## src/rtl/xbus_pkg.sv

```systemverilog
package xbus_pkg;
  parameter int unsigned XB_AW = 16;
  parameter int unsigned XB_DW = 8;

  typedef enum logic [2:0] {
    XK_IDLE  = 3'd0,
    XK_FETCH = 3'd1,
    XK_RD16  = 3'd2,
    XK_RD8   = 3'd3,
    XK_WR16  = 3'd4,
    XK_WR8   = 3'd5
  } xkind_e;

  typedef struct packed {
    xkind_e            kind;
    logic              ext;
    logic [XB_AW-1:0]  addr;
    logic [XB_DW-1:0]  wdata;
  } xop_t;

  function automatic xkind_e decode_kind(input logic [2:0] code);
    case (code)
      3'd1:    return XK_FETCH;
      3'd2:    return XK_RD16;
      3'd3:    return XK_RD8;
      3'd4:    return XK_WR16;
      3'd5:    return XK_WR8;
      default: return XK_IDLE;
    endcase
  endfunction

  function automatic logic kind_is_read(input xkind_e k);
    return (k == XK_RD16) || (k == XK_RD8);
  endfunction

  function automatic logic kind_is_write(input xkind_e k);
    return (k == XK_WR16) || (k == XK_WR8);
  endfunction

  function automatic logic kind_is_data(input xkind_e k);
    return kind_is_read(k) || kind_is_write(k);
  endfunction

  function automatic logic kind_is_wide(input xkind_e k);
    return (k == XK_RD16) || (k == XK_WR16);
  endfunction
endpackage

```

## src/rtl/xbus_timer.sv

```systemverilog
module xbus_timer #(
  parameter int unsigned STATE_CLKS = 2,
  parameter int unsigned WIN_STATES = 3,
  localparam int unsigned WIN_CLKS  = STATE_CLKS * WIN_STATES,
  localparam int unsigned PW        = $clog2(WIN_CLKS)
) (
  input  logic          clk,
  input  logic          rst_n,
  input  logic          long_op_i,
  output logic [PW-1:0] phase_o,
  output logic          second_o,
  output logic          load_o
);
  localparam logic [PW-1:0] LAST_PH = PW'(WIN_CLKS - 1);

  logic [PW-1:0] phase_q, phase_d;
  logic          second_q, second_d;
  logic          win_end;

  always_comb begin
    win_end  = (phase_q == LAST_PH);
    load_o   = win_end && !(long_op_i && !second_q);
    phase_d  = win_end ? '0 : phase_q + 1'b1;
    second_d = second_q;
    if (win_end) begin
      second_d = long_op_i && !second_q;
    end
  end

  always_ff @(posedge clk or negedge rst_n) begin
    if (!rst_n) begin
      phase_q  <= LAST_PH;
      second_q <= 1'b0;
    end else begin
      phase_q  <= phase_d;
      second_q <= second_d;
    end
  end

  assign phase_o  = phase_q;
  assign second_o = second_q;

  AST_PHASE_RANGE: assert property (@(posedge clk) disable iff (!rst_n)
    phase_q <= LAST_PH) else $error("phase out of range");
  AST_SECOND_AFTER_END: assert property (@(posedge clk) disable iff (!rst_n)
    $rose(second_q) |-> (phase_q == '0) && ($past(phase_q) == LAST_PH)) else $error("second window misplaced");
endmodule

```

## src/rtl/xbus_cmd.sv

```systemverilog
module xbus_cmd
  import xbus_pkg::*;
#(
  parameter logic [XB_AW-1:0] INT_TOP = 16'h0FFF
) (
  input  logic             clk,
  input  logic             rst_n,
  input  logic             load_i,
  input  logic [2:0]       req_kind,
  input  logic [XB_AW-1:0] req_addr,
  input  logic [XB_DW-1:0] req_wdata,
  input  logic             ea_i,
  output xop_t             op_o
);
  xop_t   op_q, op_d;
  xkind_e new_kind;
  logic   new_ext;

  always_comb begin
    new_kind = decode_kind(req_kind);
    if (new_kind == XK_FETCH) begin
      new_ext = !ea_i || (req_addr > INT_TOP);
    end else begin
      new_ext = kind_is_data(new_kind);
    end
    op_d = op_q;
    if (load_i) begin
      op_d.kind  = new_kind;
      op_d.ext   = new_ext;
      op_d.addr  = req_addr;
      op_d.wdata = req_wdata;
    end
  end

  always_ff @(posedge clk or negedge rst_n) begin
    if (!rst_n) begin
      op_q.kind  <= XK_IDLE;
      op_q.ext   <= 1'b0;
      op_q.addr  <= '0;
      op_q.wdata <= '0;
    end else begin
      op_q <= op_d;
    end
  end

  assign op_o = op_q;

  AST_EA_LOW_EXTERNAL: assert property (@(posedge clk) disable iff (!rst_n)
    load_i && (req_kind == 3'd1) && !ea_i |=> op_q.ext) else $error("ea low fetch not external");
  AST_LOW_PAGE_INTERNAL: assert property (@(posedge clk) disable iff (!rst_n)
    load_i && (req_kind == 3'd1) && ea_i && (req_addr <= INT_TOP) |=> !op_q.ext) else $error("low fetch not internal");
endmodule

```

## src/rtl/xbus_pins.sv

```systemverilog
module xbus_pins
  import xbus_pkg::*;
#(
  parameter int unsigned STATE_CLKS = 2,
  parameter int unsigned WIN_STATES = 3,
  localparam int unsigned WIN_CLKS  = STATE_CLKS * WIN_STATES,
  localparam int unsigned PW        = $clog2(WIN_CLKS)
) (
  input  logic             clk,
  input  logic             rst_n,
  input  xop_t             op_i,
  input  logic [PW-1:0]    phase_i,
  input  logic             second_i,
  input  logic [XB_DW-1:0] hi_reg_i,
  input  logic [XB_DW-1:0] ad_i,
  input  logic [XB_DW-1:0] rom_data_i,
  output logic             ale_o,
  output logic             psen_n_o,
  output logic             rd_n_o,
  output logic             wr_n_o,
  output logic [XB_DW-1:0] ad_o,
  output logic             ad_oe_o,
  output logic [XB_DW-1:0] hi_o,
  output logic [XB_AW-1:0] rom_addr_o,
  output logic             rsp_valid_o,
  output logic [XB_DW-1:0] rsp_data_o
);
  localparam logic [PW-1:0] LAST_PH  = PW'(WIN_CLKS - 1);
  localparam logic [PW-1:0] ALE_END  = PW'(STATE_CLKS);
  localparam logic [PW-1:0] STB_BEG  = PW'(WIN_CLKS / 2);
  localparam logic [PW-1:0] STB_END  = PW'(WIN_CLKS - 2);

  logic is_data, is_rd, is_wr, fetch_ext, addr_ph, wr_drive, stb_act;
  logic fetch_cap, read_cap;
  logic             rsp_valid_q, rsp_valid_d;
  logic [XB_DW-1:0] rsp_data_q, rsp_data_d;

  always_comb begin
    is_data   = kind_is_data(op_i.kind);
    is_rd     = kind_is_read(op_i.kind);
    is_wr     = kind_is_write(op_i.kind);
    fetch_ext = (op_i.kind == XK_FETCH) && op_i.ext;

    ale_o    = (phase_i < ALE_END) && !(is_data && second_i);
    psen_n_o = !(fetch_ext && (phase_i >= ALE_END));
    stb_act  = is_data && ((!second_i && (phase_i >= STB_BEG)) ||
                           (second_i && (phase_i <= STB_END)));
    rd_n_o   = !(stb_act && is_rd);
    wr_n_o   = !(stb_act && is_wr);

    addr_ph  = (fetch_ext || is_data) && !second_i && (phase_i < ALE_END);
    wr_drive = is_wr && (second_i || (phase_i >= ALE_END));
    ad_oe_o  = addr_ph || wr_drive;
    if (addr_ph) begin
      ad_o = op_i.addr[XB_DW-1:0];
    end else if (wr_drive) begin
      ad_o = op_i.wdata;
    end else begin
      ad_o = '0;
    end

    if (fetch_ext || kind_is_wide(op_i.kind)) begin
      hi_o = op_i.addr[XB_AW-1:XB_DW];
    end else begin
      hi_o = hi_reg_i;
    end
    rom_addr_o = op_i.addr;

    fetch_cap   = (op_i.kind == XK_FETCH) && (phase_i == LAST_PH);
    read_cap    = is_rd && second_i && (phase_i == STB_END);
    rsp_valid_d = fetch_cap || read_cap;
    rsp_data_d  = rsp_data_q;
    if (fetch_cap) begin
      rsp_data_d = op_i.ext ? ad_i : rom_data_i;
    end else if (read_cap) begin
      rsp_data_d = ad_i;
    end
  end

  always_ff @(posedge clk or negedge rst_n) begin
    if (!rst_n) begin
      rsp_valid_q <= 1'b0;
      rsp_data_q  <= '0;
    end else begin
      rsp_valid_q <= rsp_valid_d;
      rsp_data_q  <= rsp_data_d;
    end
  end

  assign rsp_valid_o = rsp_valid_q;
  assign rsp_data_o  = rsp_data_q;

  AST_BUS_FREE: assert property (@(posedge clk) disable iff (!rst_n)
    (!psen_n_o || !rd_n_o) |-> !ad_oe_o) else $error("bus driven during read strobe");
  AST_ONE_STROBE: assert property (@(posedge clk) disable iff (!rst_n)
    $countones({!psen_n_o, !rd_n_o, !wr_n_o}) <= 1) else $error("strobes overlap");
  AST_ALE_QUIET: assert property (@(posedge clk) disable iff (!rst_n)
    ale_o |-> psen_n_o && rd_n_o && wr_n_o) else $error("latch pulse during strobe");
  AST_RSP_PULSE: assert property (@(posedge clk) disable iff (!rst_n)
    rsp_valid_q |=> !rsp_valid_q) else $error("response longer than one clock");
endmodule

```

## src/rtl/xbus_seq.sv

```systemverilog
module xbus_seq
  import xbus_pkg::*;
#(
  parameter int unsigned      STATE_CLKS = 2,
  parameter int unsigned      WIN_STATES = 3,
  parameter logic [XB_AW-1:0] INT_TOP    = 16'h0FFF,
  localparam int unsigned     WIN_CLKS   = STATE_CLKS * WIN_STATES,
  localparam int unsigned     PW         = $clog2(WIN_CLKS)
) (
  input  logic             clk,
  input  logic             rst_n,
  input  logic [2:0]       req_kind,
  input  logic [XB_AW-1:0] req_addr,
  input  logic [XB_DW-1:0] req_wdata,
  input  logic             ea_i,
  input  logic [XB_DW-1:0] hi_reg_i,
  input  logic [XB_DW-1:0] ad_i,
  input  logic [XB_DW-1:0] rom_data_i,
  output logic             cmd_ack_o,
  output logic [XB_AW-1:0] rom_addr_o,
  output logic             ale_o,
  output logic             psen_n_o,
  output logic             rd_n_o,
  output logic             wr_n_o,
  output logic [XB_DW-1:0] ad_o,
  output logic             ad_oe_o,
  output logic [XB_DW-1:0] hi_o,
  output logic             rsp_valid_o,
  output logic [XB_DW-1:0] rsp_data_o
);
  logic [1:0]    rsync_q;
  logic          rst_int_n;
  logic [PW-1:0] phase;
  logic          second;
  logic          load;
  xop_t          op;

  always_ff @(posedge clk or negedge rst_n) begin
    if (!rst_n) begin
      rsync_q <= '0;
    end else begin
      rsync_q <= {rsync_q[0], 1'b1};
    end
  end
  assign rst_int_n = rsync_q[1];

  xbus_timer #(.STATE_CLKS(STATE_CLKS), .WIN_STATES(WIN_STATES)) timer_i (
    .clk       (clk),
    .rst_n     (rst_int_n),
    .long_op_i (kind_is_data(op.kind)),
    .phase_o   (phase),
    .second_o  (second),
    .load_o    (load)
  );

  xbus_cmd #(.INT_TOP(INT_TOP)) cmd_i (
    .clk       (clk),
    .rst_n     (rst_int_n),
    .load_i    (load),
    .req_kind  (req_kind),
    .req_addr  (req_addr),
    .req_wdata (req_wdata),
    .ea_i      (ea_i),
    .op_o      (op)
  );

  xbus_pins #(.STATE_CLKS(STATE_CLKS), .WIN_STATES(WIN_STATES)) pins_i (
    .clk         (clk),
    .rst_n       (rst_int_n),
    .op_i        (op),
    .phase_i     (phase),
    .second_i    (second),
    .hi_reg_i    (hi_reg_i),
    .ad_i        (ad_i),
    .rom_data_i  (rom_data_i),
    .ale_o       (ale_o),
    .psen_n_o    (psen_n_o),
    .rd_n_o      (rd_n_o),
    .wr_n_o      (wr_n_o),
    .ad_o        (ad_o),
    .ad_oe_o     (ad_oe_o),
    .hi_o        (hi_o),
    .rom_addr_o  (rom_addr_o),
    .rsp_valid_o (rsp_valid_o),
    .rsp_data_o  (rsp_data_o)
  );

  assign cmd_ack_o = load && rst_int_n;

  AST_ACK_NOT_IN_RESET: assert property (@(posedge clk) disable iff (!rst_n)
    !rst_int_n |-> !cmd_ack_o && !ale_o) else $error("activity during reset");
endmodule

```

## config.mk

```make
export PLATFORM = sky130hd
export DESIGN_NAME = xbus_seq
export DESIGN_NICKNAME = d
export VERILOG_FILES = /design/src/rtl/xbus_pkg.sv /design/src/rtl/xbus_timer.sv /design/src/rtl/xbus_cmd.sv /design/src/rtl/xbus_pins.sv /design/src/rtl/xbus_seq.sv
export SDC_FILE = /design/constraint.sdc
export NUM_CORES = 1
export LEC_CHECK = 0
export CAP_MARGIN = 20
export CORE_ASPECT_RATIO = 1.75
export CORE_MARGIN = 8
export CORE_UTILIZATION = 38
export CTS_BUF_LIST = sky130_fd_sc_hd__clkbuf_16
export DETAILED_ROUTE_END_ITERATION = 6
export PLACE_DENSITY = 0.81
export RECOVER_POWER = 100
export SLEW_MARGIN = 20
export SYNTH_ARGS = -nofsm -noshare
export SYNTH_HDL_FRONTEND = slang
export SYNTH_HIERARCHICAL = 1
export SYNTH_SLANG_ARGS = --single-unit
export TNS_END_PERCENT = 100
```

## constraint.sdc

```tcl
create_clock -name clk -period 1.9 [get_ports clk]
set_input_delay 0.57 -clock clk [delete_from_list [all_inputs] [get_ports clk]]
set_output_delay 0.57 -clock clk [all_outputs]
set_load 0.01 [all_outputs]
```

==> results.cfg, run 1 <==
[status]
status = complete, but fails checks
violations = negative setup slack

[yosys]
synth_edf_count = 0
async_reset_ff_frac = 1.00
netlist_instances = 179
synth_top_area_share = 0.456
synthTopCellsByArea = dfrtp_1 (46%), mux2_2 (16%), buf_4 (5.7%), o221a_2 (4.0%), or4bb_1 (4.0%)
ys_warn_count = 6
yosysTopAreaCell = dfrtp_1
synth_fp_nets = 235
yosysUniqueCellTypes = 43
ys_seq_area_frac = 0.479
synthFlopType = dfrtp_1
synthesis.area_um2 = 2250
avgSynthCellArea_um2 = 12.6
synth-seq-cells = 43

[timing]
rsz0062_at_grt = yes
fmax_ghz = 0.425
hold_viol = 0
setup_viol = 43
final_max_slew_viol_count = 0
hold_ws_ns = 0.361
fin_skew_ns = 0.00552
finalCritPeriodShare = 1.24
relSlewSlack = 0.308
layout_setup_ws_ns = -0.453
finalCriticalPeriod_ns = 2.35
worst_pin_slew_ns = 1.04

[die]
fp-row-count = 37
io-pin-count = 101
die_y_um = 118
dieWidth_um = 74.2
core_um2 = 5790
die_area_um2 = 8740
initial_core_util = 0.389

[placement]
pre_cts_slack_ns = -0.657
hpwl_um = 4780
portBuffers = 100
place.gp.congestion = 0.794

[routing]
drt_iter0_markers = 87
drt-total-wl_um = 7370
via_per_inst = 5.02
final_antenna_net_count = 0
drt-wirelength-per-cell_um = 19.4
via_count = 1911
dr.pass1.iters = 4
drc = 0

[cts]
ctsHoldBuffers = 0
cts-root-buf = clkbuf_16
cts_sinks = 43
cts_tree = yes
clockBufferDepth = 2
clkLatencyLatePin_ns = 0.29
clk_pin_slew_ns = 0.06
htree_num_levels = 2
cts-buffers-inserted = 5

[pwr]
power_density_nw_per_um2 = 1520
p_leak_nw = 1.69
ir_drop_v = 0.000919

[cells_and_area]
final_common_cell = clkdlybuf4s50_1
n_antenna_cell = 0
finish.utilization = 0.675
drive_gt1_frac = 0.452
area_growth_pct = 73.7
layout_common_cells = clkdlybuf4s50_1 (77), dfrtp_1 (38), mux2_4 (33), buf_6 (22), buf_4 (21)
fillers = 427
final_nets = 358

[worst_setup_path]
end_kind = output port
r2r_cells = 9
worstPathRequired_ns = 1.33
start_kind = register
cp.arrival_ns = 1.78
cp_max_fo = 8
criticalPathCategory = reg -> out

[global_route]
antenna_found_initial = 0
overflow = 0
grt_usage = 0.152
first_global_vias = 2032
grt_pass1_wl_um = 10300
grt_max_degree = 42

[worst_hold_path]
hp-class = reg -> reg
whs_path_depth = 0

[flow_run]
maxCapViolCount = 0
[path summary, 6_finish.rpt]
kind | start | slack (ns) | to
worst min-delay path | rsync_q[0] | 0.36 | rsync_q[1]
worst max register to register | cmd_i/op_o[26] | -0.02 | cmd_i/op_o[18]
max in group asynchronous | rsync_q[1] | 0.66 | cmd_i/op_o[27]
worst max-delay path | cmd_i/op_o[27] | -0.45 | hi_o[5]
worst min register to register | rsync_q[0] | 0.36 | rsync_q[1]
min in group asynchronous | rst_n | 0.51 | rsync_q[0]
[stage by stage]
stage	cell area [µm²]	instances	TNS, ns	power, W
after floorplan	2270	179	-0.612	0.00307
after global placement	3360	352	-12.95	0.00441
after detailed placement	3360	352	-13.77	0.00448
after CTS	3580	367	-8.23	0.00558
after global routing	3910	381	-10.74	0.00625
final	3910	381	-8.37	0.00595
[cell usage after synthesis (all sizes together), types with 3 or more instances]
master	number
inv	9
buf	22
or4bb	8
nand3b	3
dfrtp	41
a22o	9
and3b	3
o21ai	6
nor2b	3
nand3	3
mux2	33
o221a	8
[cell families after synthesis]
| family | after synthesis | synth area share |
|---|---|---|
| compound gates | 31 | 0.123 |
| buf+inv | 33 | 0.0862 |
| fa+ha+maj | 2 | 0.0111 |
| flops | 43 | 0.479 |
| xor+xnor | 1 | 0.00389 |
| mux | 34 | 0.171 |
| other cells | 1 | 0.00167 |
| simple gates | 34 | 0.124 |
[area by class of cell]
class / instances / area, µm² / area share
inverter: 9 / 36.3 / 0.00928
timing repair buffer: 139 / 1350 / 0.344
sequential: 43 / 1080 / 0.277
tap: 78 / 97.6 / 0.0250
clock inverter: 3 / 20.0 / 0.00512
multi-input combinational: 104 / 1200 / 0.308
clock buffer: 5 / 125 / 0.0320
[state kept, by name (all words and copies together) (netlist names)]
register	flops
cmd_i/op_o	28
pins_i/rsp_data_o	8
pins_i/rsp_valid_o	1
rsync_q	2
timer_i/phase_o	3
timer_i/second_o	1
[repair_timing]
item / CTS / global route
resized for setup: 118 / 49
setup buffers: 6 / 11
endpoints found under the setup margin: 47 / 46
gates cloned: 1 / 4
pin swaps: 7 / 22
[metal layers]
metal / GRT usage / routed length, µm
met1: 0.146 / 2470
met2: 0.294 / 4380
met3: 0.0299 / 343
met4: 0.0554 / 185
met5: 0 / 0
[power by group]
group	total [W]	switching, W	internal (W)
clock network	0.000841	0.000357	0.000484
logic	0.00350	0.00129	0.00220
registers	0.00162	0.000304	0.00131
total	0.00595	0.00195	0.00400
[critical path: stages (launching register included)]
cell     delay (ns)
dfrtp_2        0.45
nor2b_1        0.18
o31ai_4        0.26
buf_12         0.18
mux2_4         0.31
buf_6          0.12
Power figures use the tool's default switching activity.
==> run 2, diff against run 1 <==
--- a/config.mk
+++ b/config.mk
@@ -11,11 +11,10 @@
 export CORE_UTILIZATION = 38
 export CTS_BUF_LIST = sky130_fd_sc_hd__clkbuf_16
 export DETAILED_ROUTE_END_ITERATION = 6
-export PLACE_DENSITY = 0.81
+export PLACE_DENSITY = 0.8
 export RECOVER_POWER = 100
 export SLEW_MARGIN = 20
 export SYNTH_ARGS = -nofsm -noshare
 export SYNTH_HDL_FRONTEND = slang
-export SYNTH_HIERARCHICAL = 1
 export SYNTH_SLANG_ARGS = --single-unit
 export TNS_END_PERCENT = 100
==> run 2 against run 1 <==
Against the previous run:
- the flow still finishes with violations (negative setup slack)
- power shrank 28%
- clock skew fell by 0.0039 ns
- core utilization down 2.4 points
- critical endpoint is now ad_o[4]
==> results.cfg, run 2 <==
[status]
status = complete, but fails checks
violations = negative setup slack

[placement]
place.gp.congestion = 0.791
pre_cts_slack_ns = -0.609
hpwl_um = 5170
portBuffers = 100

[timing]
finalSetupTns_ns = -10.84
fmax_ghz = 0.398
layout_setup_ws_ns = -0.611
final_max_slew_viol_count = 0
worst_pin_slew_ns = 1.03
hold_viol = 0
rsz0062_at_grt = yes
relSlewSlack = 0.310
fin_skew_ns = 0.00160
finalCriticalPeriod_ns = 2.51
setup_viol = 45
finalCritPeriodShare = 1.32

[worst_setup_path]
worstPathCellList = nand4bb_4, a2111oi_4, buf_4, buf_6, buf_6, a22o_1, buf_2
path_depth = 7
critPathBufInv = 4
start_kind = register
critPathMaxStageDelay_ns = 0.43
worstPathRequired_ns = 1.33
end_kind = output port
slowest_stage = dfrtp_2
cp.arrival_ns = 1.94
cp_common_cell = buf_6
cp_max_fo = 4
criticalPathCategory = reg -> out
crit_family = compound AO/OA/AOI/OAI gates
r2r_cells = 5

[yosys]
synth_edf_count = 0
synth-seq-cells = 43
async_reset_ff_frac = 1.00
yosys-top-cells-count = dfrtp_1 (41), mux2_2 (30), buf_4 (18)
synth_top_area_share = 0.443
synthesis.area_um2 = 2310
ys_seq_area_frac = 0.466
ys_warn_count = 0
yosys.cell_count.top_type = dfrtp_1
netlist_instances = 193
avgSynthCellArea_um2 = 12.0
yosysUniqueCellTypes = 44
synthFlopType = dfrtp_1
synthTopCellsByArea = dfrtp_1 (44%), mux2_2 (15%), buf_4 (5.8%), a221o_1 (3.5%), a22o_1 (3.0%)
synth_fp_nets = 251
yosysTopAreaCell = dfrtp_1

[routing]
drt_iter0_markers = 65
dr.pass1.iters = 3
final_antenna_net_count = 0
via_per_inst = 5.07
drt-total-wl_um = 6680
drt-wirelength-per-cell_um = 17.1
via_count = 1982
drc = 0

[cts]
cts-buffers-inserted = 5
clkLatencyLatePin_ns = 0.28
cts-root-buf = clkbuf_16
clk_pin_slew_ns = 0.06
ctsHoldBuffers = 0
htree_num_levels = 2
cts_tree = yes
clockBufferDepth = 2
cts_sinks = 43

[die]
die_y_um = 119
initial_core_util = 0.394
dieWidth_um = 75
io-pin-count = 101
fp-row-count = 37
core_um2 = 5880
die_area_um2 = 8940

[worst_hold_path]
hp-class = reg -> reg
whs_path_depth = 0

[cells_and_area]
final_nets = 370
fillers = 466
finish.utilization = 0.652
layout_common_cells = clkdlybuf4s50_1 (61), dfrtp_1 (38), buf_4 (23), mux2_2 (22), buf_6 (18)
area_growth_pct = 65.5
final_common_cell = clkdlybuf4s50_1
largest_register_ffs = 28
n_antenna_cell = 0
drive_gt1_frac = 0.380

[global_route]
grt_usage = 0.151
grt_max_degree = 42
grt_pass1_wl_um = 10700
antenna_found_initial = 0
first_global_vias = 2253
overflow = 0

[pwr]
power_density_nw_per_um2 = 1120
total_power_w = 0.00430
ir_drop_v = 0.000726
p_leak_nw = 1.72

[flow_run]
maxCapViolCount = 0
-- run 2: power by group --
part | total (W) | switching (W) | leakage, nW | internal, W
clock | 0.00111 | 0.000355 | 0.0900 | 0.000753
sequential | 0.00132 | 0.000161 | 0.511 | 0.00116
combinational | 0.00187 | 0.000706 | 1.12 | 0.00116
total | 0.00430 | 0.00122 | 1.72 | 0.00307
-- run 2: per-layer routing --
layer,global-route usage,up-vias,wire [µm]
met5,0,-,0
met4,0.0469,0,108
met3,0.0437,7,522
met2,0.278,67,3650
met1,0.153,980,2390
li1,-,928,-
-- run 2: path summary, 6_finish.rpt --
check	from	end	slack, ns
worst max-delay path	cmd_i.op_o[26]	ad_o[4]	-0.61
worst max register to register	timer_i.phase_o[0]	cmd_i.op_o[4]	-0.04
worst min-delay path	rsync_q[0]	rsync_q[1]	0.36
max in group asynchronous	rsync_q[1]	cmd_i.op_o[26]	0.66
worst min register to register	rsync_q[0]	rsync_q[1]	0.36
min in group asynchronous	rst_n	rsync_q[0]	0.52
-- run 2: through the flow --
step / area (µm²) / cells / hold WS (ns)
5_1_grt: 3830 / 391 / 0.375
2_1_floorplan: 2350 / 193 / 0.274
3_5_place_dp: 3490 / 371 / 0.350
6_report: 3830 / 391 / 0.360
4_1_cts: 3770 / 387 / 0.365
3_3_place_gp: 3490 / 371 / 0.338
-- run 2: final cells by class --
cell class,count,area [µm²],area share
Clock buffer,5,125,0.0327
Clock inverter,3,67.6,0.0176
Inverter,14,52.6,0.0137
Multi-Input combinational cell,111,1110,0.291
Sequential cell,43,1080,0.282
Tap cell,78,97.6,0.0255
Timing Repair Buffer,137,1290,0.337
-- run 2: cells by family (layout without fill, tap and decap cells) --
| group | count (synthesis) | count (layout) | synth area share |
|---|---|---|---|
| AO/OA/AOI/OAI | 35 | 35 | 0.138 |
| adder cells (fa/ha/maj) | 4 | 4 | 0.0216 |
| buffers and inverters | 39 | 159 | 0.0946 |
| flip-flops | 43 | 43 | 0.466 |
| multiplexers | 33 | 33 | 0.160 |
| other | 1 | 1 | 0.00162 |
| AND/OR/NAND/NOR | 38 | 38 | 0.118 |
-- run 2: worst register-to-register path, stage by stage, from the launching register on --
cell and delay (ns):
dfstp_1 0.52, clkbuf_1 0.34, nand3b_2 0.18, nor2_4 0.14
buf_6 0.25, mux2_2 0.38
-- run 2: timing repair --
item,4_1_cts,5_1_grt
setup buffers,8,5
resized for setup,117,10
hold endpoints to repair,0,0
setup endpoints to repair,22,47
pin swaps,13,4
==> run 3, diff against run 2 <==
--- a/config.mk
+++ b/config.mk
@@ -11,6 +11,7 @@
 export CORE_UTILIZATION = 38
 export CTS_BUF_LIST = sky130_fd_sc_hd__clkbuf_16
 export DETAILED_ROUTE_END_ITERATION = 6
+export HOLD_SLACK_MARGIN = 0.15
 export PLACE_DENSITY = 0.8
 export RECOVER_POWER = 100
 export SLEW_MARGIN = 20
==> results of run 3 <==
No change in the layout: final DEF, timing and power equal those of run 2.
